--- config.mk ---
export PLATFORM = sky130hd
export DESIGN_NAME = hpf_preproc
export DESIGN_NICKNAME = d
export VERILOG_FILES = /design/src/rtl/hpf_pkg.sv /design/src/rtl/hpf_mul.sv /design/src/rtl/hpf_sat_step.sv /design/src/rtl/hpf_ctrl.sv /design/src/rtl/hpf_preproc.sv
export SDC_FILE = /design/constraint.sdc
export NUM_CORES = 1
export LEC_CHECK = 0
export ABC_CLOCK_PERIOD_IN_PS = 15860
export BUFFER_PORTS_ARGS = -buffer_cell sky130_fd_sc_hd__buf_2
export CAP_MARGIN = 10
export CORE_UTILIZATION = 45
export DETAILED_ROUTE_END_ITERATION = 8
export PLACE_DENSITY_LB_ADDON = 0.12
export SYNTH_ARGS = -nofsm -noshare
export SYNTH_HDL_FRONTEND = slang
export SYNTH_SLANG_ARGS = --single-unit
export TNS_END_PERCENT = 1
--- constraint.sdc ---
create_clock -name clk_i -period 15.86 [get_ports clk_i]
set_input_delay 0.793 -clock clk_i [delete_from_list [all_inputs] [get_ports clk_i]]
set_output_delay 0.793 -clock clk_i [all_outputs]
set_load 0.02 [all_outputs]
--- src/rtl/hpf_pkg.sv ---
package hpf_pkg;

  typedef enum logic [3:0] {
    ST_IDLE,
    ST_Y,
    ST_SHIFT,
    ST_A1L,
    ST_A1H,
    ST_B1,
    ST_A2L,
    ST_A2H,
    ST_B2
  } hpf_state_e;

endpackage

--- src/rtl/hpf_mul.sv ---
// Shared signed multiplier; product sign-extended to accumulator width and doubled.
module hpf_mul #(
  parameter int MW = 17,
  parameter int CW = 16,
  parameter int AW = 40
) (
  input  logic signed [MW-1:0] op_a_i,
  input  logic signed [CW-1:0] coef_i,
  output logic signed [AW-1:0] prod_o
);

  localparam int PW = MW + CW;

  logic signed [PW-1:0] raw;
  logic signed [AW-1:0] ext;

  assign raw    = op_a_i * coef_i;
  assign ext    = {{(AW-PW){raw[PW-1]}}, raw};
  assign prod_o = ext <<< 1;

endmodule

--- src/rtl/hpf_sat_step.sv ---
// One step of the saturating left shift.
module hpf_sat_step #(
  parameter int AW = 40,
  parameter int SW = 32
) (
  input  logic signed [AW-1:0] val_i,
  output logic signed [AW-1:0] nxt_o,
  output logic                 sat_o
);

  localparam logic signed [AW-1:0] POS_LIM = AW'((longint'(1) <<< (SW-2)) - 1);
  localparam logic signed [AW-1:0] NEG_LIM = -POS_LIM - 1;
  localparam logic signed [AW-1:0] POS_SAT = AW'((longint'(1) <<< (SW-1)) - 1);
  localparam logic signed [AW-1:0] NEG_SAT = -POS_SAT - 1;

  always_comb begin
    sat_o = 1'b1;
    if (val_i > POS_LIM) begin
      nxt_o = POS_SAT;
    end else if (val_i < NEG_LIM) begin
      nxt_o = NEG_SAT;
    end else begin
      nxt_o = val_i <<< 1;
      sat_o = 1'b0;
    end
  end

endmodule

--- src/rtl/hpf_ctrl.sv ---
// Sequencer for one sample: y, shift, two feedback products per state word.
module hpf_ctrl
  import hpf_pkg::*;
#(
  parameter int STEPS = 3
) (
  input  logic       clk_i,
  input  logic       rst_ni,
  input  logic       clear_i,
  input  logic       start_i,
  input  logic       shift_sat_i,
  output hpf_state_e state_o,
  output logic       idle_o,
  output logic       shift_done_o
);

  localparam int SCW = $clog2(STEPS + 1);

  hpf_state_e       state_q, state_d;
  logic [SCW-1:0]   step_q;

  assign state_o      = state_q;
  assign idle_o       = (state_q == ST_IDLE);
  assign shift_done_o = (state_q == ST_SHIFT) &&
                        (shift_sat_i || (step_q == SCW'(STEPS - 1)));

  always_comb begin
    state_d = state_q;
    case (state_q)
      ST_IDLE:  if (start_i) state_d = ST_Y;
      ST_Y:     state_d = ST_SHIFT;
      ST_SHIFT: if (shift_done_o) state_d = ST_A1L;
      ST_A1L:   state_d = ST_A1H;
      ST_A1H:   state_d = ST_B1;
      ST_B1:    state_d = ST_A2L;
      ST_A2L:   state_d = ST_A2H;
      ST_A2H:   state_d = ST_B2;
      ST_B2:    state_d = ST_IDLE;
      default:  state_d = ST_IDLE;
    endcase
    if (clear_i) state_d = ST_IDLE;
  end

  always_ff @(posedge clk_i or negedge rst_ni) begin
    if (!rst_ni) begin
      state_q <= ST_IDLE;
      step_q  <= '0;
    end else begin
      state_q <= state_d;
      if (state_q == ST_Y) begin
        step_q <= '0;
      end else if (state_q == ST_SHIFT && !shift_done_o) begin
        step_q <= step_q + SCW'(1);
      end
    end
  end


  step_bound_chk: assert property (@(posedge clk_i) disable iff (!rst_ni)
    step_q < SCW'(STEPS));


  busy_hold_chk: assert property (@(posedge clk_i) disable iff (!rst_ni)
    (state_q == ST_A1L && !clear_i) |=> (state_q == ST_A1H));

endmodule

--- src/rtl/hpf_preproc.sv ---
module hpf_preproc
  import hpf_pkg::*;
#(
  parameter int XW    = 16,
  parameter int SW    = 32,
  parameter int AW    = 40,
  parameter int CW    = 16,
  parameter int STEPS = 3,
  parameter logic signed [CW-1:0] COEF_B0 = 16'sd1899,
  parameter logic signed [CW-1:0] COEF_B1 = -16'sd3798,
  parameter logic signed [CW-1:0] COEF_B2 = 16'sd1899,
  parameter logic signed [CW-1:0] COEF_A1 = 16'sd7807,
  parameter logic signed [CW-1:0] COEF_A2 = -16'sd3733
) (
  input  logic          clk_i,
  input  logic          rst_ni,
  input  logic          clear_i,
  input  logic          in_valid_i,
  output logic          in_ready_o,
  input  logic [XW-1:0] in_data_i,
  output logic          out_valid_o,
  output logic [XW-1:0] out_data_o
);

  localparam int HW = SW / 2;
  localparam int MW = HW + 1;
  localparam logic [AW-1:0]        CLR0    = {{(AW-1){1'b1}}, 1'b0};
  localparam logic signed [AW-1:0] RND_ADD = AW'(longint'(1) <<< (HW-1));
  localparam logic signed [AW-1:0] OUT_MAX = AW'((longint'(1) <<< (XW-1)) - 1);
  localparam logic signed [AW-1:0] POS_SAT = AW'((longint'(1) <<< (SW-1)) - 1);
  localparam logic signed [AW-1:0] NEG_SAT = -POS_SAT - 1;

  hpf_state_e state;
  logic       idle, start, shift_done, shift_sat;

  logic signed [XW-1:0] x_q;
  logic signed [SW-1:0] u1_q, u2_q;
  logic signed [AW-1:0] y_q, acc_q;
  logic [XW-1:0]        out_q;
  logic                 out_vld_q;

  logic signed [MW-1:0] mul_a;
  logic signed [CW-1:0] mul_c;
  logic signed [AW-1:0] prod, step_nxt, u1_ext, u2_ext, rnd_sum, rnd_hi;
  logic [XW-1:0]        rnd_out;
  logic signed [MW-1:0] x_ext, ylo_ext, yhi_ext;

  assign start       = in_valid_i && idle && !clear_i;
  assign in_ready_o  = idle;
  assign out_valid_o = out_vld_q;
  assign out_data_o  = out_q;

  assign u1_ext  = {{(AW-SW){u1_q[SW-1]}}, u1_q};
  assign u2_ext  = {{(AW-SW){u2_q[SW-1]}}, u2_q};
  assign x_ext   = {{(MW-XW){x_q[XW-1]}}, x_q};
  assign ylo_ext = {1'b0, y_q[HW-1:0]};
  assign yhi_ext = {y_q[SW-1], y_q[SW-1:HW]};

  hpf_ctrl #(.STEPS(STEPS)) u_ctrl (
    .clk_i       (clk_i),
    .rst_ni      (rst_ni),
    .clear_i     (clear_i),
    .start_i     (start),
    .shift_sat_i (shift_sat),
    .state_o     (state),
    .idle_o      (idle),
    .shift_done_o(shift_done)
  );

  always_comb begin
    mul_a = x_ext;
    mul_c = COEF_B0;
    case (state)
      ST_A1L:  begin mul_a = ylo_ext; mul_c = COEF_A1; end
      ST_A1H:  begin mul_a = yhi_ext; mul_c = COEF_A1; end
      ST_B1:   begin mul_a = x_ext;   mul_c = COEF_B1; end
      ST_A2L:  begin mul_a = ylo_ext; mul_c = COEF_A2; end
      ST_A2H:  begin mul_a = yhi_ext; mul_c = COEF_A2; end
      ST_B2:   begin mul_a = x_ext;   mul_c = COEF_B2; end
      default: begin mul_a = x_ext;   mul_c = COEF_B0; end
    endcase
  end

  hpf_mul #(.MW(MW), .CW(CW), .AW(AW)) u_mul (
    .op_a_i(mul_a),
    .coef_i(mul_c),
    .prod_o(prod)
  );

  hpf_sat_step #(.AW(AW), .SW(SW)) u_sat (
    .val_i(y_q),
    .nxt_o(step_nxt),
    .sat_o(shift_sat)
  );

  // round half up on the final shifted value, clamp at positive full scale
  assign rnd_sum = step_nxt + RND_ADD;
  assign rnd_hi  = rnd_sum >>> HW;
  assign rnd_out = (rnd_hi > OUT_MAX) ? XW'(OUT_MAX) : XW'(rnd_hi);

  always_ff @(posedge clk_i or negedge rst_ni) begin
    if (!rst_ni) begin
      x_q       <= '0;
      u1_q      <= '0;
      u2_q      <= '0;
      y_q       <= '0;
      acc_q     <= '0;
      out_q     <= '0;
      out_vld_q <= 1'b0;
    end else begin
      out_vld_q <= 1'b0;
      if (clear_i) begin
        u1_q <= '0;
        u2_q <= '0;
      end else begin
        case (state)
          ST_IDLE:  if (start) x_q <= in_data_i;
          ST_Y:     y_q <= (u1_ext + prod) & CLR0;
          ST_SHIFT: begin
            y_q <= step_nxt;
            if (shift_done) begin
              out_q     <= rnd_out;
              out_vld_q <= 1'b1;
            end
          end
          ST_A1L:   acc_q <= prod >>> HW;
          ST_A1H:   acc_q <= ((acc_q + prod) & CLR0) + u2_ext;
          ST_B1:    u1_q  <= SW'(acc_q + prod);
          ST_A2L:   acc_q <= prod >>> HW;
          ST_A2H:   acc_q <= (acc_q + prod) & CLR0;
          ST_B2:    u2_q  <= SW'(acc_q + prod);
          default:  ;
        endcase
      end
    end
  end


  valid_pulse_chk: assert property (@(posedge clk_i) disable iff (!rst_ni)
    out_valid_o |=> !out_valid_o);


  accept_busy_chk: assert property (@(posedge clk_i) disable iff (!rst_ni)
    (in_valid_i && in_ready_o && !clear_i) |=> !in_ready_o);


  shift_range_chk: assert property (@(posedge clk_i) disable iff (!rst_ni)
    out_valid_o |-> (y_q <= POS_SAT && y_q >= NEG_SAT));


  clear_idle_chk: assert property (@(posedge clk_i) disable iff (!rst_ni)
    clear_i |=> (in_ready_o && !out_valid_o));


  valid_busy_chk: assert property (@(posedge clk_i) disable iff (!rst_ni)
    out_valid_o |-> !in_ready_o);

endmodule

# Word level (Yosys, flattened, before mapping)
# Cells that the tools add are included.
[classes] add_sub_neg=6 mul=1 n_lt_le_gt_ge=3 n_eq_ne=11 n_mux=22 n_bitwise=1 reduce_logical=22
[op_table] op="$mux W32" count=4
[op_table] op="$pmux W40 S3" count=1
[op_table] op="$add A40 B40 Y40" count=2
[op_table] op="$mux W40" count=2
[op_table] op="$pmux W40 S2" count=1
[op_table] op="$pmux W16 S3" count=1
[op_table] op="$add A40 B17 Y40 const B" count=1
[op_table] op="$gt A40 B31 Y1 const B" count=1
[op_table] op="$lt A40 B31 Y1 const B" count=1
[op_table] op="$add A32 B34 Y35" count=1
[op_table] op="$pmux W17 S2" count=1
[op_table] op="$mul A17 B16 Y33" count=1
[op_table] op="$add A32 B32 Y32" count=1
[op_table] op="$pmux W4 S8" count=1
[op_table] op="$gt A24 B16 Y1 const B" count=1
[op_table] op="$eq A4 B3 Y1 const B" count=4
[op_table] op="$mux W16" count=1
[op_table] op="$mux W4" count=3
[op_table] op="$eq A4 B2 Y1 const B" count=2
[op_table] op="$reduce_bool A2 Y1" count=4
[op_table] op="$reduce_or A2 Y1" count=4
[op_table] op="$ne A3 B2 Y1 const B" count=2
[op_table] op="$reduce_and A2 Y1" count=3
[op_table] op="$reduce_and A3 Y1" count=2
[op_table] op="other kinds (12)" count=21
[totals] reg_bits=183 in_bits=20 output_inout_bits=18 elab_cells=75

# Longest topological paths before layout
# Gate-level depths: netlist (run 1).
[depth] depth_word=9 mapped_depth=50 mapped_depth_nobuf=47

# Cells and area by module
# Synthesis (run 1) repeated with hierarchy kept, for this count alone.
[hier_totals] cells_unflattened=2927 hier_area_um2=24731.2
[modules_own_cells] mod="hpf_preproc" n_inst=1 cells_per_inst=1610 area_per_inst_um2=13027.5 seq_area_each_um2=4229.1
[modules_own_cells] mod="hpf_mul" n_inst=1 cells_per_inst=1192 area_per_inst_um2=10578.9 seq_area_each_um2=0.0
[modules_own_cells] mod="hpf_sat_step" n_inst=1 cells_per_inst=98 area_per_inst_um2=820.8 seq_area_each_um2=0.0
[modules_own_cells] mod="hpf_ctrl" n_inst=1 cells_per_inst=27 area_per_inst_um2=304.0 seq_area_each_um2=150.1

# Worst setup path before layout (run 1)
# OpenSTA, ideal clock, no wires.
[synth_timing] path_kind="register -> register" startpoint="reg u_ctrl.state_q[1], in the netlist u_ctrl.state_o[1]" endpoint="reg acc_q[28]" setup_time_ns=0.124 arrival_time_ns=10.089 t_required_ns=15.736 setup_slack_ns=5.647 stages_incl_launch_ff=45 path_buffers=2 period_less_slack_ns=10.213 path_cell_list="dfrtp_1 -> buf_4 -> xor2_1 -> nor2_4 -> nor2_8 -> buf_1 -> a221o_1 -> inv_1 -> nor2_1 -> fa_1 -> inv_1 -> fa_1 -> fa_1 -> inv_1 -> fa_1 -> fa_1 -> inv_1 -> fa_1 -> (+9 left out) -> ha_1 -> a21o_1 -> a2111o_1 -> o211ai_1 -> nand2_1 -> a21oi_1 -> xnor2_1 -> ha_1 -> a21oi_1 -> nand2b_1 -> a21oi_1 -> a211oi_1 -> o21ai_0 -> a21o_1 -> a311oi_1 -> xnor2_1 -> a221oi_2 -> nor2_1"
[synth_between] elab_chain_len=7 elab_cells_between_ends=17 classes_between="2 x add/sub; 1 x mul; 5 x eq/ne; 3 x mux; 6 x reduce/logical"
[synth_lines] element="start, declared" line="hpf_ctrl.sv:19" text="hpf_state_e state_q, state_d;"
[synth_lines] element="start signal, assigned" line="hpf_ctrl.sv:49" text="state_q <= state_d;"
[synth_lines] element="$eq A4 B3 Y1 / $eq A4 B2 Y1 (equally long branches)" line="hpf_preproc.sv:73, hpf_preproc.sv:116"
[synth_lines] element="$reduce_or A2 Y1 (no line)"
[synth_lines] element="$pmux W16 S3 / $pmux W17 S2 (equally long branches)" line="hpf_preproc.sv:73" text="case (state)"
[synth_lines] element="$mul A17 B16 Y33" line="hpf_mul.sv:17" text="assign raw = op_a_i * coef_i;"
[synth_lines] element="$add A40 B40 Y40" line="hpf_preproc.sv:127, hpf_preproc.sv:130"
[synth_lines] element="$add A40 B40 Y40" line="hpf_preproc.sv:127" text="ST_A1H: acc_q <= ((acc_q + prod) & CLR0) + u2_ext;"
[synth_lines] element="$pmux W40 S3" line="hpf_preproc.sv:116" text="case (state)"
[synth_lines] element="end signal, assigned" line="hpf_preproc.sv:127"
[synth_lines] element="end signal, assigned" line="hpf_preproc.sv:129" text="ST_A2L: acc_q <= prod >>> HW;"
[synth_lines] element="end signal, assigned" line="hpf_preproc.sv:130" text="ST_A2H: acc_q <= (acc_q + prod) & CLR0;"
[synth_lines] element="end, declared" line="hpf_preproc.sv:38" text="logic signed [AW-1:0] y_q, acc_q;"
# Several ways; a longest one is shown, not always the timed one.
# A chain may end at the register's enable or synchronous reset.

# Final worst setup path (run 1)
# Same ends and word-level chain as after synthesis.

==> impl_metrics.env, run 1 <==
export IMPL_outcome="finished clean"
export IMPL_setup_tns_ns=0
export IMPL_clock_sinks=172
export IMPL_synth_edf_count=0
export IMPL_worstSetupPathType="flop to flop"
export IMPL_cp_required_ns=16.21
export IMPL_ant_nets=0
export IMPL_place_port_buffers=37
export IMPL_syn_num_nets=2955
export IMPL_register_area_um2=4300
export IMPL_ys_ff_latch=172
export IMPL_synth_fa_ha_area_share_pct=34.6
export IMPL_cts_buffers=17
export IMPL_end_kind="flop"
export IMPL_grt_overflow_total=0
export IMPL_holdWs_ns=0.432
export IMPL_reg2reg_from="u_ctrl.state_o[1]"
export IMPL_rsz0062_at_grt="no"
export IMPL_critPathLaunch="u_ctrl.state_o[1]"
export IMPL_die_area_um2=49100
export IMPL_htreeDepth=4
export IMPL_relSlewSlack_pct=26.2
export IMPL_min_path_type="input pin to asynchronous set/reset pin"
export IMPL_nFillCells=4714
export IMPL_cts_root_buf="clkbuf_16"
export IMPL_final_nets=2955
export IMPL_pre_cts_ws_ns=3.77
export IMPL_crit_path_frequent_cell="fa_1"
export IMPL_dpl_hpwl_um=52000
export IMPL_critPathMaxStageDelay_ns=0.57
export IMPL_synth_area_leaders="fa_1, dfrtp_1, ha_1, inv_1, a21oi_1"
export IMPL_areaGrowthSynthToFinish_pct=6.68
export IMPL_cts_resized=0
export IMPL_drtPass1Iterations=6
export IMPL_vias=17800
export IMPL_syn_area_per_cell_um2=8.74
export IMPL_worst_ep_arrival_time_ns=12.65
export IMPL_grtUsageTotal_pct=26.8
export IMPL_via_per_inst=5.71
export IMPL_fin_ws_ns=3.56
export IMPL_ctsHoldBuffers=0
export IMPL_drive_above_1_share_pct=5.80
export IMPL_fin_crit_ns=12.30
export IMPL_syn_inst=2485
export IMPL_cts_max_path_buffers=2
export IMPL_maxCapViolCount=0
export IMPL_synthFlopType="dfrtp_1"
export IMPL_grt_pass1_wl_um=102000
export IMPL_synth_simple_area_share_pct=13.7
export IMPL_synth_top_area_share_pct=23.2
export IMPL_final_util_pct=48.6
export IMPL_cts_setup_buffers=0
export IMPL_synth_common_cells="inv_1, nand2_1, fa_1"
export IMPL_skew_ns=0.0104
export IMPL_core_um2=47600
export IMPL_slew_violations=0
export IMPL_synth_top_family_by_area="adder cells"
export IMPL_die_width_um=222
export IMPL_cts_tree="done"
export IMPL_synth_mux_area_share_pct=1.16
export IMPL_period_share_pct=77.6
export IMPL_wl_um=64500
export IMPL_grt_pass1_vias=18200
export IMPL_async_flop_share_pct=100
export IMPL_die_h_um=222
export IMPL_worst_slew_pin_slew_ns=1.11
export IMPL_gp_congestion=0.957
export IMPL_path_clk_slew_ns=0.08
export IMPL_multiInputGateArea_um2=15700
export IMPL_yosys_area_top_type="fa_1"
export IMPL_finalHoldViolations=0
export IMPL_synth_xor_area_share_pct=4.82
export IMPL_yosysWarnings=0
export IMPL_insertion_delay_ns=0.46
export IMPL_post_drt_wl_per_cell_um=20.7
export IMPL_syn_cell_area_um2=21700
export IMPL_ys_types=81
export IMPL_crit_path_start_kind="flop"
export IMPL_drtIter0Drc=1703
export IMPL_ios=38
export IMPL_finalSetupViolations=0
export IMPL_n_antenna_cell=0
export IMPL_antenna_found_initial=0
export IMPL_path_max_fanout=34
export IMPL_initial_utilization_pct=45.6
export IMPL_grt_max_degree=95
export IMPL_synth_compound_area_share_pct=17.7
export IMPL_fmax_mhz=81.3
export IMPL_drc=0
export IMPL_crit_slowest_cell="fa_1"
export IMPL_rows=80
export IMPL_ys_seq_area_share_pct=19.8
export IMPL_yosysMostFrequentCell="inv_1"
==> routing by layer <==
layer | global-route usage [%] | share of wire (%) | vias up
met2 | 45.9 | 50 | 519
met5 | 0 | 0 | -
met4 | 7.41 | 2.3 | 0
li1 | - | - | 8290
met1 | 35.8 | 43 | 8870
met3 | 3.07 | 4.8 | 88
==> worst paths after layout <==
path / slack, ns / cells past startpoint / to
worst max-delay path: 3.56 / 43 / acc_q[28]
worst min-delay path: 0.43 / 1 / u2_q[30]
worst max register to register: 3.56 / 43 / acc_q[28]
worst min register to register: 0.49 / 1 / u_ctrl.step_q[0]
max in group asynchronous: 13.77 / 2 / y_q[13]
min in group clk_i: 0.49 / 1 / u_ctrl.step_q[0]
==> registers in the layout, summed over array words and instances, names as in the netlist <==
signal	count
y_q	40
acc_q	31
u1_q	31
u2_q	31
out_data_o	16
x_q	16
u_ctrl.state_o	4
u_ctrl.step_q	2
out_valid_o	1
==> critical path: cells and delay by family, from the launching register on <==
family	cells	cell delay, ns
compound gates	18	4.40
fa+ha+maj	9	4.32
simple gates	7	1.15
buf+inv	6	1.02
xor+xnor	3	0.70
flops	1	0.56
==> final cells by class <==
| cell class | count | share of cell area (%) |
|---|---|---|
| multi-input combinational | 1850 | 67.7 |
| tap | 615 | 3.32 |
| timing repair buffer | 60 | 1.57 |
| inverter | 384 | 6.24 |
| sequential | 172 | 18.6 |
| clock buffer | 17 | 1.84 |
| clock inverter | 15 | 0.713 |
==> cell families after synthesis <==
kind of cell / count (synthesis)
AND/OR/NAND/NOR: 666
AO/OA/AOI/OAI: 594
buffers and inverters: 463
adder cells (fa/ha/maj): 450
flip-flops: 172
XOR/XNOR: 118
multiplexers: 22
==> placed cells by master, fill, tap and decap left out, drive strengths merged, types with 9 or more instances in the layout <==
cell type | synthesis | final
and2 | 23 | 23
ha | 198 | 198
nor2 | 215 | 215
o211ai | 10 | 10
nand3 | 26 | 26
o22ai | 9 | 9
nor3 | 26 | 26
o21ai | 98 | 98
xor2 | 41 | 41
nand4 | 10 | 10
nand3b | 14 | 14
and3 | 20 | 20
clkbuf | 68 | 17
a211oi | 28 | 28
o21bai | 15 | 15
xnor2 | 76 | 76
a21oi | 212 | 212
mux2 | 16 | 16
nor2b | 14 | 14
or2 | 9 | 9
inv | 383 | 395
buf | 11 | 60
a21o | 62 | 62
a221o | 18 | 18
dfrtp | 172 | 172
or3 | 10 | 10
nand2b | 12 | 12
o31ai | 10 | 10
o22a | 18 | 18
a221oi | 9 | 9
nand2 | 266 | 266
fa | 252 | 252
a31oi | 27 | 27
o21a | 22 | 22
==> metrics by stage <==
step | std cells | instance area (µm²)
after floorplan | 2485 | 21700
after global placement | 3081 | 22600
after detailed placement | 3081 | 22600
after CTS | 3113 | 23200
after global routing | 3113 | 23200
final | 3113 | 23200
Power of run 1 is left out: the tool's default activity adds up to more than one toggle a clock period on the data nets, which glitch-free logic cannot reach.
==> run 2: changes to the inputs <==
--- a/config.mk
+++ b/config.mk
@@ -5,7 +5,7 @@
 export SDC_FILE = /design/constraint.sdc
 export NUM_CORES = 1
 export LEC_CHECK = 0
-export ABC_CLOCK_PERIOD_IN_PS = 15860
+export ABC_CLOCK_PERIOD_IN_PS = 10500
 export BUFFER_PORTS_ARGS = -buffer_cell sky130_fd_sc_hd__buf_2
 export CAP_MARGIN = 10
 export CORE_UTILIZATION = 45
==> constraint.sdc (replaced) <==
create_clock -name clk_i -period 10.5 [get_ports clk_i]
set_input_delay 0.525 -clock clk_i [delete_from_list [all_inputs] [get_ports clk_i]]
set_output_delay 0.525 -clock clk_i [all_outputs]
set_load 0.02 [all_outputs]
==> impl_metrics.env, run 2 (same netlist as run 1, synthesis figures left out) <==
export IMPL_cts_buffers=17
export IMPL_cts_tree="done"
export IMPL_cp_required_ns=10.87
export IMPL_cts_root_buf="clkbuf_16"
export IMPL_die_width_um=222
export IMPL_core_um2=47600
export IMPL_final_common_cell="inv_1"
export IMPL_final_nets=3180
export IMPL_htreeDepth=4
export IMPL_critPathLaunch="u_ctrl.state_o[0]"
export IMPL_wl_um=68800
export IMPL_end_kind="flop"
export IMPL_cts_max_path_buffers=2
export IMPL_antenna_found_initial=0
export IMPL_ios=38
export IMPL_maxCapViolCount=0
export IMPL_drtPass1Iterations=6
export IMPL_insertion_delay_ns=0.46
export IMPL_critPathMaxStageDelay_ns=0.62
export IMPL_min_path_type="input pin to asynchronous set/reset pin"
export IMPL_path_max_fanout=8
export IMPL_crit_path_start_kind="flop"
export IMPL_grt_pass1_vias=18800
export IMPL_n_antenna_cell=0
export IMPL_post_drt_wl_per_cell_um=20.6
export IMPL_relSlewSlack_pct=31.7
export IMPL_r2r_cells=42
export IMPL_grt_overflow_total=0
export IMPL_worst_slew_pin_slew_ns=1.02
export IMPL_slew_violations=0
export IMPL_grtUsageTotal_pct=28.5
export IMPL_die_area_um2=49100
export IMPL_largest_register_ff_count=40
export IMPL_drtIter0Drc=1541
export IMPL_worst_ep_arrival_time_ns=10.55
export IMPL_die_h_um=222
export IMPL_reg2reg_from="u_ctrl.state_o[0]"
export IMPL_gp_congestion=0.972
export IMPL_ctsHoldBuffers=0
export IMPL_drc=0
export IMPL_rrSetupSlack_ns=0.31
export IMPL_period_share_pct=97.0
export IMPL_skew_ns=0.0135
export IMPL_place_port_buffers=37
export IMPL_ant_nets=0
export IMPL_areaGrowthSynthToFinish_pct=17.0
export IMPL_initial_utilization_pct=45.6
export IMPL_rows=80
export IMPL_fmax_mhz=98.2
export IMPL_path_clk_slew_ns=0.07
export IMPL_finalHoldViolations=0
export IMPL_via_per_inst=5.57
export IMPL_fin_crit_ns=10.19
export IMPL_grt_max_degree=96
export IMPL_vias=18600
export IMPL_dpl_hpwl_um=55900
export IMPL_crit_slowest_cell="fa_2"
export IMPL_final_cell_mix="inv_1, nand2_1, fa_1"
export IMPL_worstSetupEndpoint="acc_q[30]"
export IMPL_outcome="finished clean"
export IMPL_reg2reg_to="acc_q[30]"
export IMPL_holdWs_ns=0.170
export IMPL_worstSetupPathType="flop to flop"
export IMPL_regMostFlops="y_q"
export IMPL_clock_sinks=172
export IMPL_drive_above_1_share_pct=17.2
export IMPL_finalSetupViolations=0
export IMPL_grt_pass1_wl_um=107000
[run 2: cell types whose count changed in the layout (fill, tap and decap cells not counted), moves of 9 or more]
cell / delta
inv_1: -13
xnor2_2: +9
buf_4: +216
xnor2_1: -11
a21oi_2: +12
inv_2: +12
ha_1: -9
a21oi_1: -12
[run 2: worst min-delay path by stage]
| stage | to | slack, ns | start | cells past startpoint |
|---|---|---|---|---|
| after floorplan | acc_q[10] | 0.23 | rst_ni | 0 |
| after global placement | u_ctrl.step_q[0] | 0.47 | u_ctrl.step_q[0] | 1 |
| after detailed placement | u_ctrl.step_q[0] | 0.47 | u_ctrl.step_q[0] | 1 |
| after CTS | u2_q[26] | 0.22 | rst_ni | 1 |
| after global routing | u2_q[27] | 0.26 | rst_ni | 1 |
| final | u2_q[18] | 0.17 | rst_ni | 1 |
[run 2: worst max-delay path: cells and delay by family, from the launching register on]
family | cells | cell delay, ns
buf+inv | 7 | 0.82
fa+ha+maj | 9 | 4.13
compound gates | 18 | 3.57
xor+xnor | 3 | 0.55
simple gates | 5 | 0.57
flops | 1 | 0.46
[run 2: what timing repair did]
item                                    in CTS  in global routing
resized for setup                           15                106
cloned                                       1                  0
pin swaps                                    9                 67
setup buffers                                5                 18
endpoints found under the setup margin       4                  8
[run 2: layout make-up]
| type | count | area [µm²] |
|---|---|---|
| timing repair buffer | 284 | 2110 |
| inverter | 384 | 1450 |
| clock inverter | 13 | 130 |
| tap | 615 | 769 |
| fill | 4598 | 22200 |
| sequential | 172 | 4310 |
| clock buffer | 18 | 439 |
| multi-input combinational | 1851 | 16200 |
[run 2: metrics by stage]
| stage | std cells | utilization, % | area (µm²) | setup slack (ns) | setup TNS (ns) |
|---|---|---|---|---|---|
| after floorplan | 2485 | - | 21700 | 0.287 | 0 |
| after global routing | 3337 | 53.3 | 25400 | -0.0707 | -0.204 |
| after CTS | 3319 | 52.0 | 24800 | 0.0100 | 0 |
| after global placement | 3282 | 50.6 | 24100 | -0.253 | -0.876 |
| after detailed placement | 3282 | 50.6 | 24100 | -0.250 | -0.833 |
| final | 3337 | 53.3 | 25400 | 0.314 | 0 |
[run 2: metal layers]
metal	track usage, %	up-vias	wire (µm)
met5	0	-	0
met4	8.89	0	2230
met3	3.09	116	3050
met2	48.9	467	34000
met1	37.8	9266	29500
li1	-	8746	-
Power of run 2 is left out for the same reason.
